===== src/rtl/fcvt_pkg.sv =====
package fcvt_pkg;
  localparam int OP_W   = 6;
  localparam int INT_W  = 32;
  localparam int EXP_W  = 8;
  localparam int MAN_W  = 23;
  localparam int SIG_W  = MAN_W + 1;
  localparam int BIAS   = (1 << (EXP_W - 1)) - 1;
  localparam int LZ_W   = $clog2(INT_W);
  // exponent of an integer whose top bit is set
  localparam int TOP_EXP = BIAS + INT_W - 1;

  localparam logic [OP_W-1:0] OP_I2F = 6'h04;
  localparam logic [OP_W-1:0] OP_F2I = 6'h05;

  typedef enum logic [1:0] {
    RM_NEAR_EVEN = 2'd0,
    RM_ZERO      = 2'd1,
    RM_UP        = 2'd2,
    RM_DOWN      = 2'd3
  } rmode_e;
endpackage


===== src/rtl/fcvt_rnd_dec.sv =====
// Decides whether the truncated magnitude must be incremented.
module fcvt_rnd_dec
  import fcvt_pkg::*;
(
  input  rmode_e rm,
  input  logic   neg,
  input  logic   lsb,
  input  logic   guard,
  input  logic   sticky,
  output logic   inc
);
  always_comb begin
    unique case (rm)
      RM_NEAR_EVEN: inc = guard & (lsb | sticky);
      RM_ZERO:      inc = 1'b0;
      RM_UP:        inc = ~neg & (guard | sticky);
      RM_DOWN:      inc = neg & (guard | sticky);
      default:      inc = 1'b0;
    endcase
  end
endmodule


===== src/rtl/fcvt_i2f.sv =====
// Signed integer to binary32, combinational.
module fcvt_i2f
  import fcvt_pkg::*;
(
  input  logic [INT_W-1:0] a,
  input  rmode_e           rm,
  output logic [31:0]      f
);
  localparam int DROP = INT_W - SIG_W;   // bits below the significand

  logic             neg;
  logic [INT_W-1:0] mag;
  logic [INT_W-1:0] norm;
  logic [LZ_W-1:0]  lz;
  logic             found;
  logic             inc;
  logic [SIG_W:0]   sum;
  logic [EXP_W-1:0] exp_b;
  logic [MAN_W-1:0] man;

  assign neg = a[INT_W-1];
  assign mag = neg ? (~a + 1'b1) : a;

  always_comb begin
    lz    = '0;
    found = 1'b0;
    for (int i = INT_W - 1; i >= 0; i--) begin
      if (!found && mag[i]) begin
        lz    = LZ_W'(INT_W - 1 - i);
        found = 1'b1;
      end
    end
  end

  assign norm = mag << lz;

  fcvt_rnd_dec u_rnd (
    .rm     (rm),
    .neg    (neg),
    .lsb    (norm[DROP]),
    .guard  (norm[DROP-1]),
    .sticky (|norm[DROP-2:0]),
    .inc    (inc)
  );

  assign sum = {1'b0, norm[INT_W-1:DROP]} + {{SIG_W{1'b0}}, inc};

  always_comb begin
    exp_b = EXP_W'(TOP_EXP) - EXP_W'(lz);
    if (sum[SIG_W]) begin
      exp_b = exp_b + 1'b1;
      man   = sum[SIG_W-1:1];
    end else begin
      man   = sum[MAN_W-1:0];
    end
    if (!found) f = '0;
    else        f = {neg, exp_b, man};
  end
endmodule


===== src/rtl/fcvt_f2i.sv =====
// Binary32 to signed integer with saturation, combinational.
module fcvt_f2i
  import fcvt_pkg::*;
(
  input  logic [31:0]      f,
  input  rmode_e           rm,
  output logic [INT_W-1:0] r
);
  localparam int QW      = 2 * INT_W;
  localparam int HALF_E  = BIAS - 1;                 // exponent of 0.5
  localparam int SAT_E   = BIAS + INT_W - 1;         // exponent of 2^31
  localparam int SH_BASE = BIAS + MAN_W - INT_W;     // shift offset

  logic             neg;
  logic [EXP_W-1:0] e;
  logic [MAN_W-1:0] m;
  logic [SIG_W-1:0] sig;
  logic             is_nan, is_big;
  logic [EXP_W-1:0] sh;
  logic [QW-1:0]    q;
  logic [INT_W-1:0] ipart;
  logic             g, st, inc;
  logic [INT_W:0]   mag;

  assign neg = f[31];
  assign e   = f[30:23];
  assign m   = f[22:0];
  assign sig = {(e != '0), m};
  assign is_nan = (e == '1) && (m != '0);
  assign is_big = (e >= EXP_W'(SAT_E));

  always_comb begin
    sh = e - EXP_W'(SH_BASE);
    q  = '0;
    if (e >= EXP_W'(HALF_E)) begin
      q     = {{(QW-SIG_W){1'b0}}, sig} << sh[5:0];
      ipart = q[QW-1:INT_W];
      g     = q[INT_W-1];
      st    = |q[INT_W-2:0];
    end else begin
      ipart = '0;
      g     = 1'b0;
      st    = (e != '0) || (m != '0);
    end
  end

  fcvt_rnd_dec u_rnd (
    .rm     (rm),
    .neg    (neg),
    .lsb    (ipart[0]),
    .guard  (g),
    .sticky (st),
    .inc    (inc)
  );

  assign mag = {1'b0, ipart} + {{INT_W{1'b0}}, inc};

  always_comb begin
    if (is_nan)
      r = {1'b0, {(INT_W-1){1'b1}}};
    else if (is_big)
      r = neg ? {1'b1, {(INT_W-1){1'b0}}} : {1'b0, {(INT_W-1){1'b1}}};
    else if (!neg)
      r = (mag > {2'b00, {(INT_W-1){1'b1}}}) ? {1'b0, {(INT_W-1){1'b1}}}
                                            : mag[INT_W-1:0];
    else
      r = (mag > {2'b01, {(INT_W-1){1'b0}}}) ? {1'b1, {(INT_W-1){1'b0}}}
                                            : (~mag[INT_W-1:0] + 1'b1);
  end
endmodule


===== src/rtl/fcvt_unit.sv =====
module fcvt_unit
  import fcvt_pkg::*;
(
  input  logic             clk,
  input  logic             rst,
  input  logic             req_valid,
  output logic             req_ready,
  input  logic [OP_W-1:0]  req_op,
  input  logic [INT_W-1:0] req_data,
  input  logic [1:0]       req_rm,
  output logic             rsp_valid,
  output logic [INT_W-1:0] rsp_data,
  output logic             rsp_illegal
);
  logic             s1_v;
  logic [OP_W-1:0]  s1_op;
  logic [INT_W-1:0] s1_data;
  rmode_e           s1_rm;
  logic [31:0]      i2f_res;
  logic [INT_W-1:0] f2i_res;
  logic             accept;

  assign req_ready = ~s1_v & ~rsp_valid;
  assign accept    = req_valid & req_ready;

  // operand stage
  always_ff @(posedge clk) begin
    if (rst) begin
      s1_v    <= 1'b0;
      s1_op   <= '0;
      s1_data <= '0;
      s1_rm   <= RM_NEAR_EVEN;
    end else begin
      s1_v <= accept;
      if (accept) begin
        s1_op   <= req_op;
        s1_data <= req_data;
        s1_rm   <= rmode_e'(req_rm);
      end
    end
  end

  fcvt_i2f u_i2f (.a(s1_data), .rm(s1_rm), .f(i2f_res));
  fcvt_f2i u_f2i (.f(s1_data), .rm(s1_rm), .r(f2i_res));

  // response stage
  always_ff @(posedge clk) begin
    if (rst) begin
      rsp_valid   <= 1'b0;
      rsp_data    <= '0;
      rsp_illegal <= 1'b0;
    end else begin
      rsp_valid <= s1_v;
      if (s1_v) begin
        unique case (s1_op)
          OP_I2F: begin rsp_data <= i2f_res; rsp_illegal <= 1'b0; end
          OP_F2I: begin rsp_data <= f2i_res; rsp_illegal <= 1'b0; end
          default: begin rsp_data <= '0; rsp_illegal <= 1'b1; end
        endcase
      end
    end
  end
endmodule


===== config.mk =====
export PLATFORM = sky130hd
export DESIGN_NAME = fcvt_unit
export DESIGN_NICKNAME = d
export VERILOG_FILES = /design/src/rtl/fcvt_pkg.sv /design/src/rtl/fcvt_rnd_dec.sv /design/src/rtl/fcvt_i2f.sv /design/src/rtl/fcvt_f2i.sv /design/src/rtl/fcvt_unit.sv
export SDC_FILE = /design/constraint.sdc
export NUM_CORES = 1
export LEC_CHECK = 0
export BUFFER_PORTS_ARGS = -buffer_cell sky130_fd_sc_hd__buf_2
export CAP_MARGIN = 20
export CORE_MARGIN = 2
export CORE_UTILIZATION = 50
export CTS_CLUSTER_DIAMETER = 200
export CTS_CLUSTER_SIZE = 20
export DETAILED_ROUTE_END_ITERATION = 8
export GPL_TIMING_DRIVEN = 0
export PLACE_DENSITY_LB_ADDON = 0.05
export SYNTH_ARGS = -nofsm -noshare
export SYNTH_HDL_FRONTEND = slang
export SYNTH_SLANG_ARGS = --single-unit

===== constraint.sdc =====
create_clock -name clk -period 13.5 [get_ports clk]
set_clock_uncertainty 0.05 [all_clocks]
set_input_delay 4.05 -clock clk [delete_from_list [all_inputs] [get_ports clk]]
set_output_delay 4.05 -clock clk [all_outputs]
set_load 0.02 [all_outputs]

==> results.yml <==
outcome:
  status: "finished, final reports clean"
floorplanning:
  ios: 78
  die_area_um2: 25000
  coreArea_um2: 23400
  fp.dieH_um: 158
  die_w_um: 158
  start_util_pct: 50.7
  num_rows: 56
synthesis:
  syn_area_per_cell_um2: 6.94
  synth.distinct_cells: 97
  synthArstFlopShare_pct: 0
  synth-edff-count: 0
  synth.top_cells.by_count: "227 x nand2_1, 145 x a21oi_1, 130 x nor2_1"
  synth_seq_area_share_pct: 12.7
  synth_area_leaders: "dfxtp_1 13%, nand2_1 7.2%, a21oi_1 6.1%"
  yosysWarningCount: 0
  yosysMostFrequentCell: "nand2_1"
  yosysTopAreaCellShare_pct: 12.7
  synth_nets: 1763
  syn_area_um2: 11900
  postSynthCellCount: 1709
  ys_ff_latch: 75
  synth_flop_cell: "dfxtp_1"
  yosysTopAreaCell: "dfxtp_1"
critical_path:
  cpPeakStageDelay_ns: 0.97
  r2r_slack_ns: 3.11
  critical_path_class: "flip-flop to flip-flop"
  crit_path_end_kind: "flip-flop"
  required_ns: 13.73
  slowest_stage: "nor4bb_1"
  crit_fanout: 10
  start_kind: "flip-flop"
  crit_arrival_ns: 10.61
place:
  io_buffers: 77
  routabilityCongestion: 1.04
  placed_area_um2: 12700
  dp_slack_ns: 3.59
  dp.final_hpwl_um: 41400
grt:
  grt_pass1_vias: 13500
  met2_usage_pct: 64.5
  overflow: 0
  grt_pass1_wl_um: 79700
  antenna_found_initial: 0
  grt_max_degree: 17
  use_met1_pct: 57.3
  busiest_layer: "met2"
  grt_usage_pct: 41.3
  met3_usage_pct: 7.42
timing:
  fmax_mhz: 96.3
  slew_headroom_pct: 23.1
  post-route-period-util_pct: 76.9
  worst_pin_slew_ns: 1.12
  setup_viol: 0
  hold_viol: 0
  finalWorstPathRequiredPeriod_ns: 10.39
  rsz0062_at_grt: "no"
  fin_setup_tns_ns: 0
  slew_viol_final: 0
  setup_ws_ns: 3.11
  whs_ns: 0.402
drt:
  wire_per_inst_um: 24.8
  ant_nets: 0
  num_vias: 15100
  drt-total-wl_um: 52800
  vias_per_cell: 7.09
  drc_errors: 0
  drtIter0Drc: 2240
  firstDrtPassIters: 6
layout:
  layout.nets: 1854
  layout-drive-gt1-share_pct: 13.2
  design_area_um2: 13000
  fillerInstances: 2415
  area_growth_pct: 9.23
  n_antenna_cell: 0
worst_hold_path:
  hold_class: "flip-flop to flip-flop"
power_and_ir_drop:
  vdd_drop_max_v: 0.0000711
  cellPowerDensity_nw_per_um2: 118
  p_total_mw: 1.53
  power.leakage_nw: 4.71
clock_network:
  cts-htree-levels: 3
  hold_buffers: 0
  clkTransAtPathRegs_ns: 0.08
  post-cts-setup-buffers: 0
  cts_root_buf: "clkbuf_16"
  cts_made_buffers: 9
  clock_sinks: 75
  cts_tree: "built"
  clk_latency_ns: 0.35
  ctsResizeCount: 0
  max-clock-path-buffers: 2
run:
  drv_cap: 0
[routing by layer]
metal,vias to the layer above,wire length (µm)
met4,0,2100
li1,6706,-
met2,1121,22800
met3,165,6400
met1,7077,21400
met5,-,0
[final cells by class]
type | instances | area (µm²) | area share (%)
well taps | 319 | 399 | 3.08
inverters | 28 | 105 | 0.811
clock buffers | 9 | 225 | 1.74
multi-input cells | 1465 | 9590 | 74.0
clock inverters | 7 | 70.1 | 0.541
flip-flops and latches | 75 | 1500 | 11.6
plain buffers | 141 | 671 | 5.18
repair buffers | 80 | 400 | 3.09
[worst max-delay path: cells and delay by family (launching register included)]
kind / cells / cell delay [ns]
XOR/XNOR: 1 / 0.45
buffers and inverters: 4 / 1.08
flip-flops: 1 / 0.44
AND/OR/NAND/NOR: 11 / 4.54
AO/OA/AOI/OAI: 10 / 2.75
adder cells (fa/ha/maj): 3 / 0.99
[final timing paths]
| check | start | end | cells after the start |
|---|---|---|---|
| hold reg to reg | s1_op[1]$_SDFFE_PP0P_ | s1_op[1]$_SDFFE_PP0P_ | 2 |
| hold / removal | s1_op[1]$_SDFFE_PP0P_ | s1_op[1]$_SDFFE_PP0P_ | 2 |
| setup / recovery | s1_data[24]$_SDFFE_PP0P_ | rsp_data[5]$_SDFFE_PP0P_ | 29 |
| setup reg to reg | s1_data[24]$_SDFFE_PP0P_ | rsp_data[5]$_SDFFE_PP0P_ | 29 |
[report_power, final]
group / internal [mW] / switching (mW) / total (mW)
registers: 0.235 / 0.0109 / 0.246
clock network: 0.130 / 0.127 / 0.257
logic: 0.322 / 0.702 / 1.02
[flip-flops by register name (all words and copies together) (netlist names)]
signal and count:
rsp_data 32, s1_data 32, s1_op 6, s1_rm 2
rsp_illegal 1, rsp_valid 1, s1_v 1
[kinds of logic after synthesis]
group / count (synthesis) / share of synthesized area (%)
and+or+nand+nor: 710 / 30.3
AOI/OAI and AO/OA: 565 / 32.1
buffers and inverters: 169 / 6.54
xor gates and xnor gates: 95 / 7.01
muxes: 84 / 10.3
DFF: 75 / 12.7
adders and majority gates: 11 / 1.16
[layout by cell type, fill, tap and decap left out, types with 9 or more instances in the layout]
master,instances
nand2_1,227
a21oi_1,145
nor2_1,130
buf_2,106
o21ai_0,97
clkbuf_1,86
nand3_1,85
dfxtp_1,75
xnor2_1,60
nand4_1,43
nor3_1,42
mux2i_1,37
o211ai_1,37
xor2_1,35
a31oi_1,31
mux4_2,28
a211oi_1,28
inv_1,25
nor4_1,25
and2_1,24
or3_1,20
o31ai_1,20
o22ai_1,19
and3_1,18
mux2_2,17
nand2b_1,16
a21o_1,15
a221oi_1,14
or2_2,13
a22oi_1,13
o21a_1,12
buf_1,11
buf_6,11
o2111ai_1,11
ha_1,11
a311oi_1,9
o221ai_1,9
a211o_1,9
clkbuf_16,9
[metrics by stage]
step                      util, %  instances
after floorplan                 -       1709
after global placement       54.0       2105
after detailed placement     54.1       2106
after CTS                    55.3       2122
after global routing         55.4       2124
final                        55.4       2124
No activity file was read; power rests on OpenSTA's default activity.
